===== config.mk =====
export PLATFORM = sky130hd
export DESIGN_NAME = bank_mapper
export DESIGN_NICKNAME = d
export VERILOG_FILES = /design/src/rtl/bank_map_pkg.sv /design/src/rtl/bank_map_regs.sv /design/src/rtl/bank_map_decode.sv /design/src/rtl/bank_mapper.sv
export SDC_FILE = /design/constraint.sdc
export NUM_CORES = 1
export LEC_CHECK = 0
export ABC_AREA = 1
export BUFFER_PORTS_ARGS = -buffer_cell sky130_fd_sc_hd__buf_4
export CORE_ASPECT_RATIO = 0.5
export CORE_MARGIN = 2
export CORE_UTILIZATION = 50
export DETAILED_ROUTE_END_ITERATION = 6
export PLACE_DENSITY = 0.86
export RECOVER_POWER = 50
export SETUP_SLACK_MARGIN = 0.02
export SYNTH_ARGS = -nofsm -noshare
export SYNTH_HDL_FRONTEND = slang
export SYNTH_SLANG_ARGS = --single-unit

===== constraint.sdc =====
create_clock -name clk -period 1.4 [get_ports clk]
set_clock_uncertainty 0.05 [all_clocks]
set_input_delay 0.07 -clock clk [delete_from_list [all_inputs] [get_ports clk]]
set_output_delay 0.07 -clock clk [all_outputs]
set_load 0.01 [all_outputs]

===== src/rtl/bank_map_pkg.sv =====
// Package: shared codes for the banked address mapper.
// Assumes: the write select field is two bits wide.
package bank_map_pkg;
    // Write target codes
    typedef enum logic [1:0] {
        REG_CTRL  = 2'd0,
        REG_BANKA = 2'd1,
        REG_BANKB = 2'd2,
        REG_HIGH  = 2'd3
    } reg_sel_e;

    // 16 KB window index taken from the top address bits
    typedef enum logic [1:0] {
        WIN_BOOT = 2'd0,
        WIN_LOW  = 2'd1,
        WIN_MID  = 2'd2,
        WIN_TOP  = 2'd3
    } window_e;
endpackage


===== src/rtl/bank_map_regs.sv =====
// Module: bank_map_regs
// Holds the mode bit and the three page registers loaded through a
// single write port. Assumes a synchronous active-low reset, and that only
// bit 0 of a control write has meaning for this block.
module bank_map_regs
    import bank_map_pkg::*;
#(
    parameter int PAGE_W = 8
) (
    input  logic              clk,
    input  logic              rst_n,
    input  logic              wr_en,
    input  logic [1:0]        wr_sel,
    input  logic [PAGE_W-1:0] wr_data,
    output logic              mode,
    output logic [PAGE_W-1:0] bank_a,
    output logic [PAGE_W-1:0] bank_b,
    output logic [PAGE_W-1:0] high_pg
);
    // Register update: reset to zero, else load the selected target
    always_ff @(posedge clk) begin
        if (!rst_n) begin
            mode    <= 1'b0;
            bank_a  <= '0;
            bank_b  <= '0;
            high_pg <= '0;
        end else if (wr_en) begin
            case (reg_sel_e'(wr_sel))
                REG_CTRL:  mode    <= wr_data[0];
                REG_BANKA: bank_a  <= wr_data;
                REG_BANKB: bank_b  <= wr_data;
                REG_HIGH:  high_pg <= wr_data;
                default:   mode    <= mode;
            endcase
        end
    end

    assert_hold_R9: assert property (@(posedge clk) disable iff (!rst_n)
        !wr_en |=> ($stable(mode) && $stable(bank_a) && $stable(bank_b) && $stable(high_pg)));

    assert_ctrl_bit0_R8: assert property (@(posedge clk) disable iff (!rst_n)
        (wr_en && wr_sel == REG_CTRL) |=> (mode == $past(wr_data[0]) && $stable(bank_a)));

    assert_banka_load_R10: assert property (@(posedge clk) disable iff (!rst_n)
        (wr_en && wr_sel == REG_BANKA) |=> (bank_a == $past(wr_data) && $stable(mode)));
endmodule


===== src/rtl/bank_map_decode.sv =====
// Module: bank_map_decode
// Combinational window decode: selects the page value for the window the
// address falls in, according to the mode. LEGACY builds the variant with
// a fixed RAM page at the top window and no odd/even pairing.
// Assumes: the top bit of a page value is the RAM flag.
module bank_map_decode
    import bank_map_pkg::*;
#(
    parameter int PAGE_W = 8,
    parameter bit LEGACY = 1'b0,
    parameter int OFF_W  = 14
) (
    input  logic [OFF_W+1:0]  addr,
    input  logic              mode,
    input  logic [PAGE_W-1:0] bank_a,
    input  logic [PAGE_W-1:0] bank_b,
    input  logic [PAGE_W-1:0] high_pg,
    output logic [PAGE_W-1:0] page_val,
    output logic [OFF_W-1:0]  offset
);
    localparam logic [PAGE_W-1:0] RAM_PAGE0 = {1'b1, {(PAGE_W-1){1'b0}}};
    localparam logic [PAGE_W-1:0] ROM_PAGE0 = '0;

    logic [PAGE_W-1:0] a_even;
    logic [PAGE_W-1:0] a_odd;
    logic [PAGE_W-1:0] top_m0;
    logic [PAGE_W-1:0] mid_m1;

    assign a_even = {bank_a[PAGE_W-1:1], 1'b0};
    assign a_odd  = {bank_a[PAGE_W-1:1], 1'b1};

    // Variant choice: fixed top page and unpaired bank A for legacy builds
    generate
        if (LEGACY) begin : g_legacy
            assign top_m0 = RAM_PAGE0;
            assign mid_m1 = bank_a;
        end else begin : g_paired
            assign top_m0 = high_pg;
            assign mid_m1 = a_odd;
        end
    endgenerate

    // Window select: pick the page value for the addressed window
    always_comb begin
        case (window_e'(addr[OFF_W+1:OFF_W]))
            WIN_BOOT: page_val = ROM_PAGE0;
            WIN_LOW:  page_val = mode ? a_even : bank_a;
            WIN_MID:  page_val = mode ? mid_m1 : bank_b;
            WIN_TOP:  page_val = mode ? bank_b : top_m0;
            default:  page_val = ROM_PAGE0;
        endcase
    end

    assign offset = addr[OFF_W-1:0];
endmodule


===== src/rtl/bank_mapper.sv =====
// Module: bank_mapper (top)
// Banked address mapper: register file plus window decode. The outputs
// follow the address combinationally; register writes apply from the next
// clock edge. Assumes a synchronous active-low reset and that page values
// carry the RAM flag in their top bit.
module bank_mapper
    import bank_map_pkg::*;
#(
    parameter int PAGE_W = 8,
    parameter bit LEGACY = 1'b0
) (
    input  logic              clk,
    input  logic              rst_n,
    input  logic              wr_en,
    input  logic [1:0]        wr_sel,
    input  logic [PAGE_W-1:0] wr_data,
    input  logic [15:0]       cpu_addr,
    output logic [PAGE_W-2:0] map_page,
    output logic              map_is_ram,
    output logic [13:0]       map_offset
);
    localparam int OFF_W = 14;

    logic              mode;
    logic [PAGE_W-1:0] bank_a;
    logic [PAGE_W-1:0] bank_b;
    logic [PAGE_W-1:0] high_pg;
    logic [PAGE_W-1:0] page_val;
    logic [1:0]        win;

    bank_map_regs #(.PAGE_W(PAGE_W)) u_regs (
        .clk     (clk),
        .rst_n   (rst_n),
        .wr_en   (wr_en),
        .wr_sel  (wr_sel),
        .wr_data (wr_data),
        .mode    (mode),
        .bank_a  (bank_a),
        .bank_b  (bank_b),
        .high_pg (high_pg)
    );

    bank_map_decode #(.PAGE_W(PAGE_W), .LEGACY(LEGACY), .OFF_W(OFF_W)) u_dec (
        .addr     (cpu_addr),
        .mode     (mode),
        .bank_a   (bank_a),
        .bank_b   (bank_b),
        .high_pg  (high_pg),
        .page_val (page_val),
        .offset   (map_offset)
    );

    // Output split: RAM flag from the top bit, page number from the rest
    assign map_is_ram = page_val[PAGE_W-1];
    assign map_page   = page_val[PAGE_W-2:0];
    assign win        = cpu_addr[15:14];

    assert_boot_rom_R2: assert property (@(posedge clk) disable iff (!rst_n)
        (win == WIN_BOOT) |-> (map_page == '0 && !map_is_ram));

    assert_offset_R6: assert property (@(posedge clk) disable iff (!rst_n)
        map_offset == cpu_addr[13:0]);

    assert_mode0_banka_R3: assert property (@(posedge clk) disable iff (!rst_n)
        (!mode && win == WIN_LOW) |-> ({map_is_ram, map_page} == bank_a));

    generate
        if (!LEGACY) begin : g_pair_chk
            assert_even_low_R5: assert property (@(posedge clk) disable iff (!rst_n)
                (mode && win == WIN_LOW) |-> (map_page[0] == 1'b0));
            assert_odd_mid_R5: assert property (@(posedge clk) disable iff (!rst_n)
                (mode && win == WIN_MID) |-> (map_page[0] == 1'b1));
        end
    endgenerate
endmodule


== Word-level counts from Yosys, hierarchy flattened ==
Index checks and enable logic that the tools add are counted.
Storage, ports and cells
  register bits: 25
  input port bits: 29
  output and inout bits: 22
  logic and storage cells: 20
Cells by class
  eq/ne operators: 6
  multiplexer cells: 4
  reductions and logical operators: 6
Operator list (count)
  one-hot mux 8 bit (4 select lines): 1
  2-to-1 mux 8 bit: 2
  == test 2 bit (second input constant): 4
  AND reduction 2 bit: 4
  == test 2 x 1 -> 1 bit (second input constant): 2
  logical NOT 2 bit: 2
  2-to-1 mux 1 bit: 1

== Longest topological paths before layout ==
  word-level depth: 2
  depth in mapped cells: 7
  gate-level depth less buffers: 5

== By module ==
Synthesis repeated with hierarchy kept, for this count alone.
Unflattened totals
  cells, all modules: 269
  area, all modules: 1599.0 µm²
By module, submodules not included
  bank_map_regs: instances 1, cells each 162, area an instance 1076.0 µm², sequential area each 500.5 µm²
  bank_map_decode: instances 1, cells each 107, area an instance 523.0 µm², sequential area each 0.0 µm²

== Worst setup path before layout ==
Ideal clock, no wire load.
  path kind: reg2out
  from: register u_regs.mode
  to: output map_is_ram
  arrival: 0.922 ns
  required time: 1.280 ns
  slack: 0.358 ns
  stages on the path, launching flop included: 7
  path buffers: 2
  cells stage by stage: dfxtp_1 buf_2 inv_2 buf_4 nand2_1 nand3_1 nand3_1
On the way
  longest elaborated chain between the ends: 2
  elaborated cells on any way between the ends: 3
  classes of those cells: 3 x mux
Ends and longest elaborated chain
  from (decl): line bank_map_regs.sv:15  | output logic mode,
  from (signal assigned): line bank_map_regs.sv:29  | REG_CTRL: mode <= wr_data[0];
  from (signal assigned): line bank_map_regs.sv:33  | default: mode <= mode;
  2-to-1 mux 8 bit (on tied branches): line bank_map_decode.sv:49, bank_map_decode.sv:48
  one-hot mux 8 bit (4 select lines) *: line bank_map_decode.sv:45  | case (window_e'(addr[OFF_W+1:OFF_W]))
  to (decl): line bank_mapper.sv:19  | output logic map_is_ram,
Mark *: on every way between the ends. The rest lies on a longest branch, timed or not.

== Worst setup path after layout ==
  from: register u_regs.mode
  to: output map_page[2]
On the way
  longest elaborated chain between the ends: 2
  elaborated cells on any way between the ends: 3
  classes of those cells: 3 x mux
Ends and longest elaborated chain
  2-to-1 mux 8 bit (on tied branches): line bank_map_decode.sv:49, bank_map_decode.sv:48
  one-hot mux 8 bit (4 select lines) *: line bank_map_decode.sv:45
  to (decl): line bank_mapper.sv:18  | output logic [PAGE_W-2:0] map_page,
Marked as above.

==> results.toml <==
[detailed_routing]
wl_per_cell_um = 11.2
remaining_drc_errors = 0
post_drt_via_cell_ratio = 4.83
routed_wirelength_um = 3450
first_pass_iters = 6
ant_nets = 0
vias = 1483
initialDrtViolationCount = 111

[worst_setup_path]
end_kind = "output port"
crit_arrival_ns = 1.23
cp.required_ns = 1.28
r2r-end = "u_regs.mode"
crit_fanout = 6
rr_startpoint = "u_regs.mode"
crit_path_start_kind = "flip-flop"
r2r_cells = 3
r2r_slack_ns = 0.52
crit_type = "reg -> out"

[power]
switching_share_pct = 27.7
vdd_drop_max_mv = 0.572
pwr-share-clk_pct = 28.6
switching_power_mw = 0.413
pwr-share-seq_pct = 51.7
p_int_mw = 1.08
combPwrFrac_pct = 19.7
p_per_area_nw_per_um2 = 874
p_leak_nw = 0.963

[clock_network]
clock_latency_ns = 0.27
h-tree-depth = 1
cts_buffer_depth = 2
path_clk_slew_ns = 0.08
cts_buffers = 3
cts_tree = "built"
cts_root_buf = "clkbuf_8"
cts_sinks = 25

[timing]
finalHoldViolCount = 0
relSlewSlack_pct = 57.5
finalCritPeriodShare_pct = 96.1
worstMarginPinSlew_ns = 0.636
min_period_ns = 1.35
setup_viol = 0
rsz0062_at_grt = "yes"
drv_slew = 0
max_freq_ghz = 0.743
hold_ws_ns = 0.00823

[finish]
nFillCells = 241
final_area_um2 = 1700
drive_above_1_share_pct = 11.5
nNetsFinal = 300
layout_commonest_cell = "nand2_1"
num_antenna_cells = 0
area_growth_pct = 13.9
final_cell_mix = "99 x nand2_1, 52 x nor2_1, 30 x inv_1, 24 x dfxtp_1"

[synthesis]
synth_area_leaders = "dfxtp_1 33%, nand2_1 25%, nor2_1 13%, buf_4 7.5%, inv_1 7.5%"
synth_cell_types = 14
syn-num-nets = 284
syn-instance-count = 255
ys_warn_count = 0
synth_top_area_share_pct = 33.4
syn_avg_cell_area_um2 = 5.87
ys_seq_elements = 25
yosysTopAreaCell = "dfxtp_1"
netlist_area_um2 = 1500
ys_seq_area_share_pct = 33.4

[placed_design]
dp_hpwl_um = 2160
port_buffers = 22
placed_cell_area_um2 = 1560
gp_congestion = 0.799

[floorplan]
dieArea_um2 = 3470
die-width_um = 81.4
ios = 51
core.rowCount = 13
die_y_um = 42.7
initial_core_util_pct = 55.1
core-area_um2 = 2720

[outcome]
status = "finished, final reports clean"

[grt]
grt_max_degree = 26
grt-ovfl-total = 0
grt_pass1_wl_um = 5360
antenna_found_initial = 0
grt_use_total_pct = 19.9
grt_pass1_vias = 1335

[min_path]
hp-start = "wr_data[1]"
min_to = "u_regs.high_pg[1]"
worstHoldPathType = "in -> reg"
min_path_cells = 3

[job]
drv_cap = 0
==> layer usage <==
metal	track usage [%]	wire (um)	vias to the layer above
met2	36.1	1600	60
met1	23.6	1480	650
met4	5.42	24	0
met3	4.47	342	6
met5	0	0	-
li1	-	-	767
==> through the flow <==
step                power (mW)  util [%]  setup WS (ns)  cells  setup TNS [ns]
floorplan                0.991         -          0.358    255               0
global placement          1.04      57.4          0.278    294               0
detailed placement        1.05      57.4          0.257    294               0
CTS                       1.49      62.0         0.0410    305               0
global route              1.56      62.7       -0.00792    307        -0.00792
finish                    1.49      62.7         0.0549    307               0
==> worst max-delay path, stage by stage, from the launching register on <==
cell       delay (ns)
dfxtp_4          0.42
clkbuf_16        0.16
nand2_1          0.05
nand2_1          0.06
nand2_1          0.05
nand3_1          0.09
buf_4            0.12
==> worst max path at each step <==
stage                startpoint  cells after the start           to  slack (ns)
finish              u_regs.mode                      6  map_page[2]        0.05
global route        u_regs.mode                      6  map_page[1]      -0.008
CTS                 u_regs.mode                      5  map_page[5]        0.04
detailed placement  u_regs.mode                      5  map_page[5]        0.26
global placement    u_regs.mode                      6  map_page[5]        0.28
floorplan           u_regs.mode                      6   map_is_ram        0.36
==> flip-flops by register name (all words and copies together), names as in the netlist <==
register,count
u_regs.bank_a,8
u_regs.bank_b,8
u_regs.high_pg,8
u_regs.mode,1
==> layout make-up <==
cell class / instances / area [um2] / share of cell area (%)
multi-input cells: 176 / 704 / 41.3
repair buffers: 34 / 283 / 16.6
clock buffers: 4 / 45.0 / 2.64
flip-flops and latches: 25 / 504 / 29.6
inverters: 31 / 121 / 7.12
well taps: 37 / 46.3 / 2.72
==> logic make-up (layout without fill, tap and decap cells) <==
logic type             count (synthesis)  in the layout  share of synthesized area (%)
AOI/OAI and AO/OA                      2              2                          0.668
and+or+nand+nor                      174            174                           46.7
DFF                                   25             25                           33.4
buffers and inverters                 54             69                           19.1
==> synth_stat cells (all sizes together) <==
| library cell | instances |
|---|---|
| nand3 | 21 |
| dfxtp | 25 |
| inv | 31 |
| clkbuf | 1 |
| o21ai | 1 |
| buf | 22 |
| a21oi | 1 |
| nand2 | 101 |
| nor2 | 52 |
==> what timing repair did <==
item	CTS	global route
endpoints found under the hold margin	17	0
hold buffers	7	0
gates cloned	0	1
gates resized for setup	3	5
pin swaps	0	3
setup endpoints to repair	8	8
buffers inserted	0	1
==> power groups by stage <==
stage | sequential [mW] | clock [mW] | combinational [mW]
finish | 0.769 | 0.426 | 0.294
global route | 0.773 | 0.457 | 0.330
CTS | 0.768 | 0.436 | 0.284
global placement | 0.782 | 0 | 0.258
floorplan | 0.778 | 0 | 0.214
detailed placement | 0.784 | 0 | 0.265
Note: power is estimated with default switching activity, not from simulation.
